===== config.mk =====
export PLATFORM = sky130hd
export DESIGN_NAME = mac_fir_engine
export DESIGN_NICKNAME = d
export VERILOG_FILES = /design/src/rtl/mfe_pkg.sv /design/src/rtl/mfe_fetch.sv /design/src/rtl/mfe_assemble.sv /design/src/rtl/mfe_mul.sv /design/src/rtl/mfe_acc.sv /design/src/rtl/mac_fir_engine.sv
export SDC_FILE = /design/constraint.sdc
export NUM_CORES = 1
export LEC_CHECK = 0
export ABC_AREA = 1
export BUFFER_PORTS_ARGS = -buffer_cell sky130_fd_sc_hd__buf_2
export CORE_ASPECT_RATIO = 0.7
export CORE_MARGIN = 1
export CORE_UTILIZATION = 50
export CTS_BUF_LIST = sky130_fd_sc_hd__clkbuf_8
export DETAILED_ROUTE_END_ITERATION = 10
export PLACE_DENSITY = 0.69
export SLEW_MARGIN = 20
export SYNTH_ARGS = -nofsm -noshare
export SYNTH_HDL_FRONTEND = slang
export SYNTH_SLANG_ARGS = --single-unit

===== constraint.sdc =====
create_clock -name clk -period 5.3 [get_ports clk]
set_input_delay 1.59 -clock clk [delete_from_list [all_inputs] [get_ports clk]]
set_output_delay 1.59 -clock clk [all_outputs]
set_load 0.02 [all_outputs]

===== src/rtl/mfe_pkg.sv =====
package mfe_pkg;
   localparam int BYTE_W = 8;

   function automatic int phase_bits(input int opnd_bytes);
      return (2 * opnd_bytes > 1) ? $clog2(2 * opnd_bytes) : 1;
   endfunction
endpackage


===== src/rtl/mfe_fetch.sv =====
module mfe_fetch
   import mfe_pkg::*;
#(
   parameter int ADDR_W     = 10,
   parameter int CNT_W      = 8,
   parameter int OPND_BYTES = 2,
   parameter int PH_W       = 2
) (
   input  logic              clk,
   input  logic              rst_n,
   input  logic              accept,
   input  logic [ADDR_W-1:0] smp_base,
   input  logic [ADDR_W-1:0] coef_base,
   input  logic [CNT_W-1:0]  tap_count,
   output logic [ADDR_W-1:0] mem_addr,
   output logic              mem_rd,
   output logic [PH_W-1:0]   phase
);
   localparam logic [PH_W-1:0]   LAST = PH_W'(2 * OPND_BYTES - 1);
   localparam logic [PH_W-1:0]   HALF = PH_W'(OPND_BYTES);
   localparam logic [ADDR_W-1:0] STEP = ADDR_W'(OPND_BYTES);

   logic              fetching;
   logic [PH_W-1:0]   ph;
   logic [CNT_W-1:0]  left;
   logic [ADDR_W-1:0] sptr, cptr;
   logic [PH_W-1:0]   ofs;
   logic              in_smp;

   always_ff @(posedge clk or negedge rst_n) begin
      if (!rst_n) begin
         fetching <= 1'b0;
         ph       <= '0;
         left     <= '0;
         sptr     <= '0;
         cptr     <= '0;
      end else if (accept) begin
         fetching <= (tap_count != '0);
         ph       <= '0;
         left     <= tap_count;
         sptr     <= smp_base;
         cptr     <= coef_base;
      end else if (fetching) begin
         if (ph == LAST) begin
            ph   <= '0;
            sptr <= sptr + STEP;
            cptr <= cptr + STEP;
            left <= left - CNT_W'(1);
            if (left == CNT_W'(1)) fetching <= 1'b0;
         end else begin
            ph <= ph + PH_W'(1);
         end
      end
   end

   always_comb begin
      in_smp   = (ph < HALF);
      ofs      = in_smp ? ph : (ph - HALF);
      mem_addr = (in_smp ? sptr : cptr) + ADDR_W'(ofs);
   end

   assign mem_rd = fetching;
   assign phase  = ph;
endmodule


===== src/rtl/mfe_assemble.sv =====
module mfe_assemble
   import mfe_pkg::*;
#(
   parameter int OPND_W = 16,
   parameter int PH_W   = 2
) (
   input  logic                     clk,
   input  logic                     rst_n,
   input  logic                     mem_rd,
   input  logic [PH_W-1:0]          phase,
   input  logic [BYTE_W-1:0]        mem_rdata,
   output logic                     opv,
   output logic signed [OPND_W-1:0] smp,
   output logic signed [OPND_W-1:0] coef
);
   localparam int SH_W = 2 * OPND_W;
   localparam logic [PH_W-1:0] LAST = PH_W'(2 * (OPND_W / BYTE_W) - 1);

   logic            v_q;
   logic [PH_W-1:0] ph_q;
   logic [SH_W-1:0] sh;

   always_ff @(posedge clk or negedge rst_n) begin
      if (!rst_n) begin
         v_q  <= 1'b0;
         ph_q <= '0;
         sh   <= '0;
         opv  <= 1'b0;
      end else begin
         v_q  <= mem_rd;
         ph_q <= phase;
         opv  <= v_q && (ph_q == LAST);
         if (v_q) sh <= {mem_rdata, sh[SH_W-1:BYTE_W]};
      end
   end

   assign smp  = sh[OPND_W-1:0];
   assign coef = sh[SH_W-1:OPND_W];
endmodule


===== src/rtl/mfe_mul.sv =====
module mfe_mul #(
   parameter int OPND_W  = 16,
   parameter int MUL_REG = 1
) (
   input  logic                       clk,
   input  logic                       rst_n,
   input  logic                       opv,
   input  logic signed [OPND_W-1:0]   smp,
   input  logic signed [OPND_W-1:0]   coef,
   output logic                       pv,
   output logic signed [2*OPND_W-1:0] prod
);
   localparam int PROD_W = 2 * OPND_W;

   generate
      if (MUL_REG != 0) begin : g_reg
         always_ff @(posedge clk or negedge rst_n) begin
            if (!rst_n) begin
               pv   <= 1'b0;
               prod <= '0;
            end else begin
               pv   <= opv;
               prod <= PROD_W'(smp) * PROD_W'(coef);
            end
         end
      end else begin : g_comb
         logic unused_clk;
         assign unused_clk = clk ^ rst_n;
         assign pv   = opv;
         assign prod = PROD_W'(smp) * PROD_W'(coef);
      end
   endgenerate
endmodule


===== src/rtl/mfe_acc.sv =====
module mfe_acc #(
   parameter int ACC_W  = 32,
   parameter int PROD_W = 32,
   parameter int CNT_W  = 8
) (
   input  logic                     clk,
   input  logic                     rst_n,
   input  logic                     accept,
   input  logic [CNT_W-1:0]         tap_count,
   input  logic                     pv,
   input  logic signed [PROD_W-1:0] prod,
   output logic [ACC_W-1:0]         acc,
   output logic                     overflow,
   output logic                     done,
   output logic                     busy
);
   logic [CNT_W-1:0]        left;
   logic signed [ACC_W-1:0] ext;
   logic [ACC_W-1:0]        sum;
   logic                    ovf_now;

   always_comb begin
      ext     = ACC_W'(prod);
      sum     = acc + ext;
      ovf_now = (acc[ACC_W-1] == ext[ACC_W-1]) && (sum[ACC_W-1] != acc[ACC_W-1]);
   end

   always_ff @(posedge clk or negedge rst_n) begin
      if (!rst_n) begin
         acc      <= '0;
         overflow <= 1'b0;
         done     <= 1'b0;
         busy     <= 1'b0;
         left     <= '0;
      end else if (accept) begin
         acc      <= '0;
         overflow <= 1'b0;
         done     <= (tap_count == '0);
         busy     <= (tap_count != '0);
         left     <= tap_count;
      end else if (busy && pv) begin
         acc      <= sum;
         overflow <= overflow | ovf_now;
         left     <= left - CNT_W'(1);
         if (left == CNT_W'(1)) begin
            done <= 1'b1;
            busy <= 1'b0;
         end
      end
   end
endmodule


===== src/rtl/mac_fir_engine.sv =====
module mac_fir_engine
   import mfe_pkg::*;
#(
   parameter int ADDR_W  = 10,
   parameter int CNT_W   = 8,
   parameter int OPND_W  = 16,
   parameter int ACC_W   = 32,
   parameter int MUL_REG = 1
) (
   input  logic              clk,
   input  logic              rst_n,
   input  logic              start,
   input  logic [ADDR_W-1:0] smp_base,
   input  logic [ADDR_W-1:0] coef_base,
   input  logic [CNT_W-1:0]  tap_count,
   output logic [ADDR_W-1:0] mem_addr,
   output logic              mem_rd,
   input  logic [BYTE_W-1:0] mem_rdata,
   output logic              done,
   output logic [ACC_W-1:0]  acc,
   output logic              overflow
);
   localparam int OPND_BYTES = OPND_W / BYTE_W;
   localparam int PH_W       = phase_bits(OPND_BYTES);
   localparam int PROD_W     = 2 * OPND_W;

   generate
      if (OPND_W % BYTE_W != 0 || OPND_W < BYTE_W) begin : g_bad_opnd
         $error("OPND_W must be a positive multiple of 8");
      end
      if (ACC_W < PROD_W) begin : g_bad_acc
         $error("ACC_W must hold a full product");
      end
      if (MUL_REG != 0 && MUL_REG != 1) begin : g_bad_mul
         $error("MUL_REG must be 0 or 1");
      end
      if (ADDR_W < 2 || CNT_W < 1) begin : g_bad_addr
         $error("ADDR_W and CNT_W too small");
      end
   endgenerate

   logic                     busy;
   logic                     accept;
   logic [PH_W-1:0]          phase;
   logic                     opv, pv;
   logic signed [OPND_W-1:0] smp, coef;
   logic signed [PROD_W-1:0] prod;

   assign accept = start && !busy;

   mfe_fetch #(
      .ADDR_W(ADDR_W), .CNT_W(CNT_W), .OPND_BYTES(OPND_BYTES), .PH_W(PH_W)
   ) u_fetch (
      .clk(clk), .rst_n(rst_n), .accept(accept),
      .smp_base(smp_base), .coef_base(coef_base), .tap_count(tap_count),
      .mem_addr(mem_addr), .mem_rd(mem_rd), .phase(phase)
   );

   mfe_assemble #(
      .OPND_W(OPND_W), .PH_W(PH_W)
   ) u_asm (
      .clk(clk), .rst_n(rst_n), .mem_rd(mem_rd), .phase(phase),
      .mem_rdata(mem_rdata), .opv(opv), .smp(smp), .coef(coef)
   );

   mfe_mul #(
      .OPND_W(OPND_W), .MUL_REG(MUL_REG)
   ) u_mul (
      .clk(clk), .rst_n(rst_n), .opv(opv), .smp(smp), .coef(coef),
      .pv(pv), .prod(prod)
   );

   mfe_acc #(
      .ACC_W(ACC_W), .PROD_W(PROD_W), .CNT_W(CNT_W)
   ) u_acc (
      .clk(clk), .rst_n(rst_n), .accept(accept), .tap_count(tap_count),
      .pv(pv), .prod(prod), .acc(acc), .overflow(overflow),
      .done(done), .busy(busy)
   );
endmodule


==> out/summary.txt <==
Ports: 84
Post-route DRC: 0
CTS Root Cell: clkbuf_8
post-synthesis xor/xnor area fraction: 2.13%
GR Util All Layers: 28.0%
initial antenna violation count: 0
RSZ-0062 raised after global routing: true
post-synthesis sequential area ratio: 19.3%
f_max: 0.185 GHz
Main synth FF type: dfrtp_1
failing checks: negative setup slack
clock-pin slew on the worst setup and hold paths: 100 ps
Placed Cells: 3063
P&R area growth vs syn: 20.1%
final wirelength: 50800 um
number of antenna diodes: 0
clk_skew: 21.4 ps
final hold slack: 356 ps
Cell Count, Final, Fillers Out: 3123
Initial Util: 51.2%
CTS sink cnt: 143
row count: 58
Post-synth EDFFs: 0
Setup TNS: -560 ps
fill count: 3146
fin nets: 3054
Die Y: 163 um
largest family of logic cells by synthesized area: adder cells
placed inst area: 20700 um2
Net Count, Synth: 2841
fin crit share: 102%
H-tree Lvls: 4
Slew HR: 37.9%
worst reg-to-reg setup slack: -120 ps
post-route antenna net violation count: 0
Critical Path AT: 5810 ps
Post-Synth Simple-Gate Area: 20.6%
maxcap violations: 0
post-synthesis mux area share: 0.0607%
Synth Area in Compound Gates: 7.98%
vias in the first global route: 16100
Overflow after GRT: 0
type of element capturing the critical path: flip-flop
Post-Synth Adder-Cell Area: 36.6%
IO Port Bufs: 83
Iter 0 DRT Violations: 1221
Synth Warn #: 0
die area: 37900 um2
DIE WIDTH: 232 um
Worst-Skew Late Latency: 510 ps
Final WS setup: -115 ps
Mean Syn Cell Area: 7.67 um2
core area: 36200 um2
Post-DP HPWL: 41300 um
First-pass DRT Iterations: 5
Post-Synthesis Cells: 2417
drt wl/cell: 16.3 um
DR vias: 16200
Post-synth ARST share: 100%
final setup fails: 10
pin count of the biggest net entering global routing: 91
drt via density: 5.20
critical path class: reg2reg
Final Hold Vio Count: 0
pins over their slew limit: 0
layout cells sized above 1: 19.6%
RD Place Congestion: 0.966
Post-Syn Area: 18500 um2
first-pass GRT wire length: 82900 um
min Tclk post-route: 5420 ps
Netlist cell types: 52
CTS tree: built
CTS max path bufs: 2
CTS Buf Count: 17
Hold Path Class: reg2reg
CP Launch Type: flip-flop
Worst-Margin Slew: 931 ps
Worst EP required: 5700 ps
status: finished, violations left
Yosys reg bits: 143
CP max FO: 6
Final Cell Area: 22300 um2
==> timing repair <==
action / in CTS / in global routing
setup endpoints to repair: 20 / 21
pin swaps: 14 / 67
buffers inserted: 10 / 18
gates resized for setup: 74 / 145
hold buffers: 0 / 0
==> per-layer routing <==
layer	wire length (um)	global-route usage, %	up-vias
li1	-	-	7686
met1	23700	41.6	7925
met4	721	6.01	0
met5	0	0	-
met3	3770	5.05	66
met2	22600	42.5	562
==> per-stage QoR <==
step	utilization [%]	worst slack, ps
6_report	61.5	-115
5_1_grt	61.5	-289
3_5_place_dp	57.2	-495
4_1_cts	59.5	-85.8
3_3_place_gp	57.2	-421
2_1_floorplan	-	7.51
==> cell usage in the layout, fill, tap and decap left out, drive strengths merged, types with 15 or more instances in the layout <==
cell,synthesis,layout
buf,21,284
o21ai,103,103
nand4,16,16
clkbuf,69,17
nor2,142,142
nand2,659,659
a21oi,91,91
nand3,76,76
xnor2,15,15
nor3,19,19
fa,263,263
xor2,30,30
dfrtp,143,143
inv,558,566
o211ai,16,16
ha,122,122
==> synthesized netlist by cell type, types with 21 or more instances <==
library cell | number | area, um2
nor2_1 | 136 | 510
xor2_1 | 30 | 263
o21ai_0 | 80 | 400
nand2_1 | 645 | 2420
clkbuf_1 | 69 | 259
dfrtp_1 | 143 | 3580
o21ai_1 | 21 | 105
a21oi_1 | 90 | 450
fa_1 | 263 | 5270
ha_1 | 122 | 1530
nand3_1 | 76 | 380
inv_1 | 555 | 2080
==> critical path: stages, from the launching register on <==
cell and delay (ps):
dfrtp_2 500, nand2_2 120, inv_2 50, fa_2 630, fa_2 490, buf_12 150, buf_4 150, fa_1 470
inv_1 50, fa_1 550, inv_2 40, fa_1 500, fa_2 610, ha_4 210, buf_6 130, a21oi_4 160
o211ai_1 130, a21oi_2 180, nand2_1 70, nand2_1 50, nand2_1 60
==> kinds of logic (layout without fill, tap and decap cells) <==
logic type | after synthesis | in the layout
buf+inv | 649 | 875
compound gates | 261 | 261
flops | 143 | 143
mux | 1 | 1
xor+xnor | 45 | 45
simple gates | 933 | 933
fa+ha+maj | 385 | 385
==> area by class of cell <==
| cell class | instances | area, um2 | share of cell area [%] |
|---|---|---|---|
| clock buffer | 17 | 234 | 1.05 |
| clock inverter | 15 | 151 | 0.680 |
| multi-input combinational | 1625 | 13400 | 60.1 |
| tap | 480 | 601 | 2.70 |
| inverter | 559 | 2100 | 9.42 |
| sequential | 143 | 3590 | 16.1 |
| timing repair buffer | 284 | 2210 | 9.91 |
==> sequential cells by signal, indices dropped and copies added (netlist names), 2 cells and up <==
name           flops
u_asm.sh          32
u_fetch.phase      2
u_acc.left         8
u_asm.ph_q         2
u_fetch.left       8
u_acc.acc         32
u_fetch.cptr      10
u_fetch.sptr      10
u_mul.prod        32
==> path summary, 6_finish.rpt <==
| check | from | to | cells past startpoint |
|---|---|---|---|
| max | u_asm.sh[15] | u_mul.prod[29] | 20 |
| min | u_asm.opv | u_mul.pv | 0 |
| max reg2reg | u_asm.sh[15] | u_mul.prod[29] | 20 |
| min reg2reg | u_asm.opv | u_mul.pv | 0 |
| max in group asynchronous | rst_n | u_acc.acc[4] | 2 |
| min in group asynchronous | rst_n | u_fetch.cptr[7] | 1 |
Power is left out: the tool's default activity adds up to more than one toggle a clock period on the data nets, which glitch-free logic cannot reach.
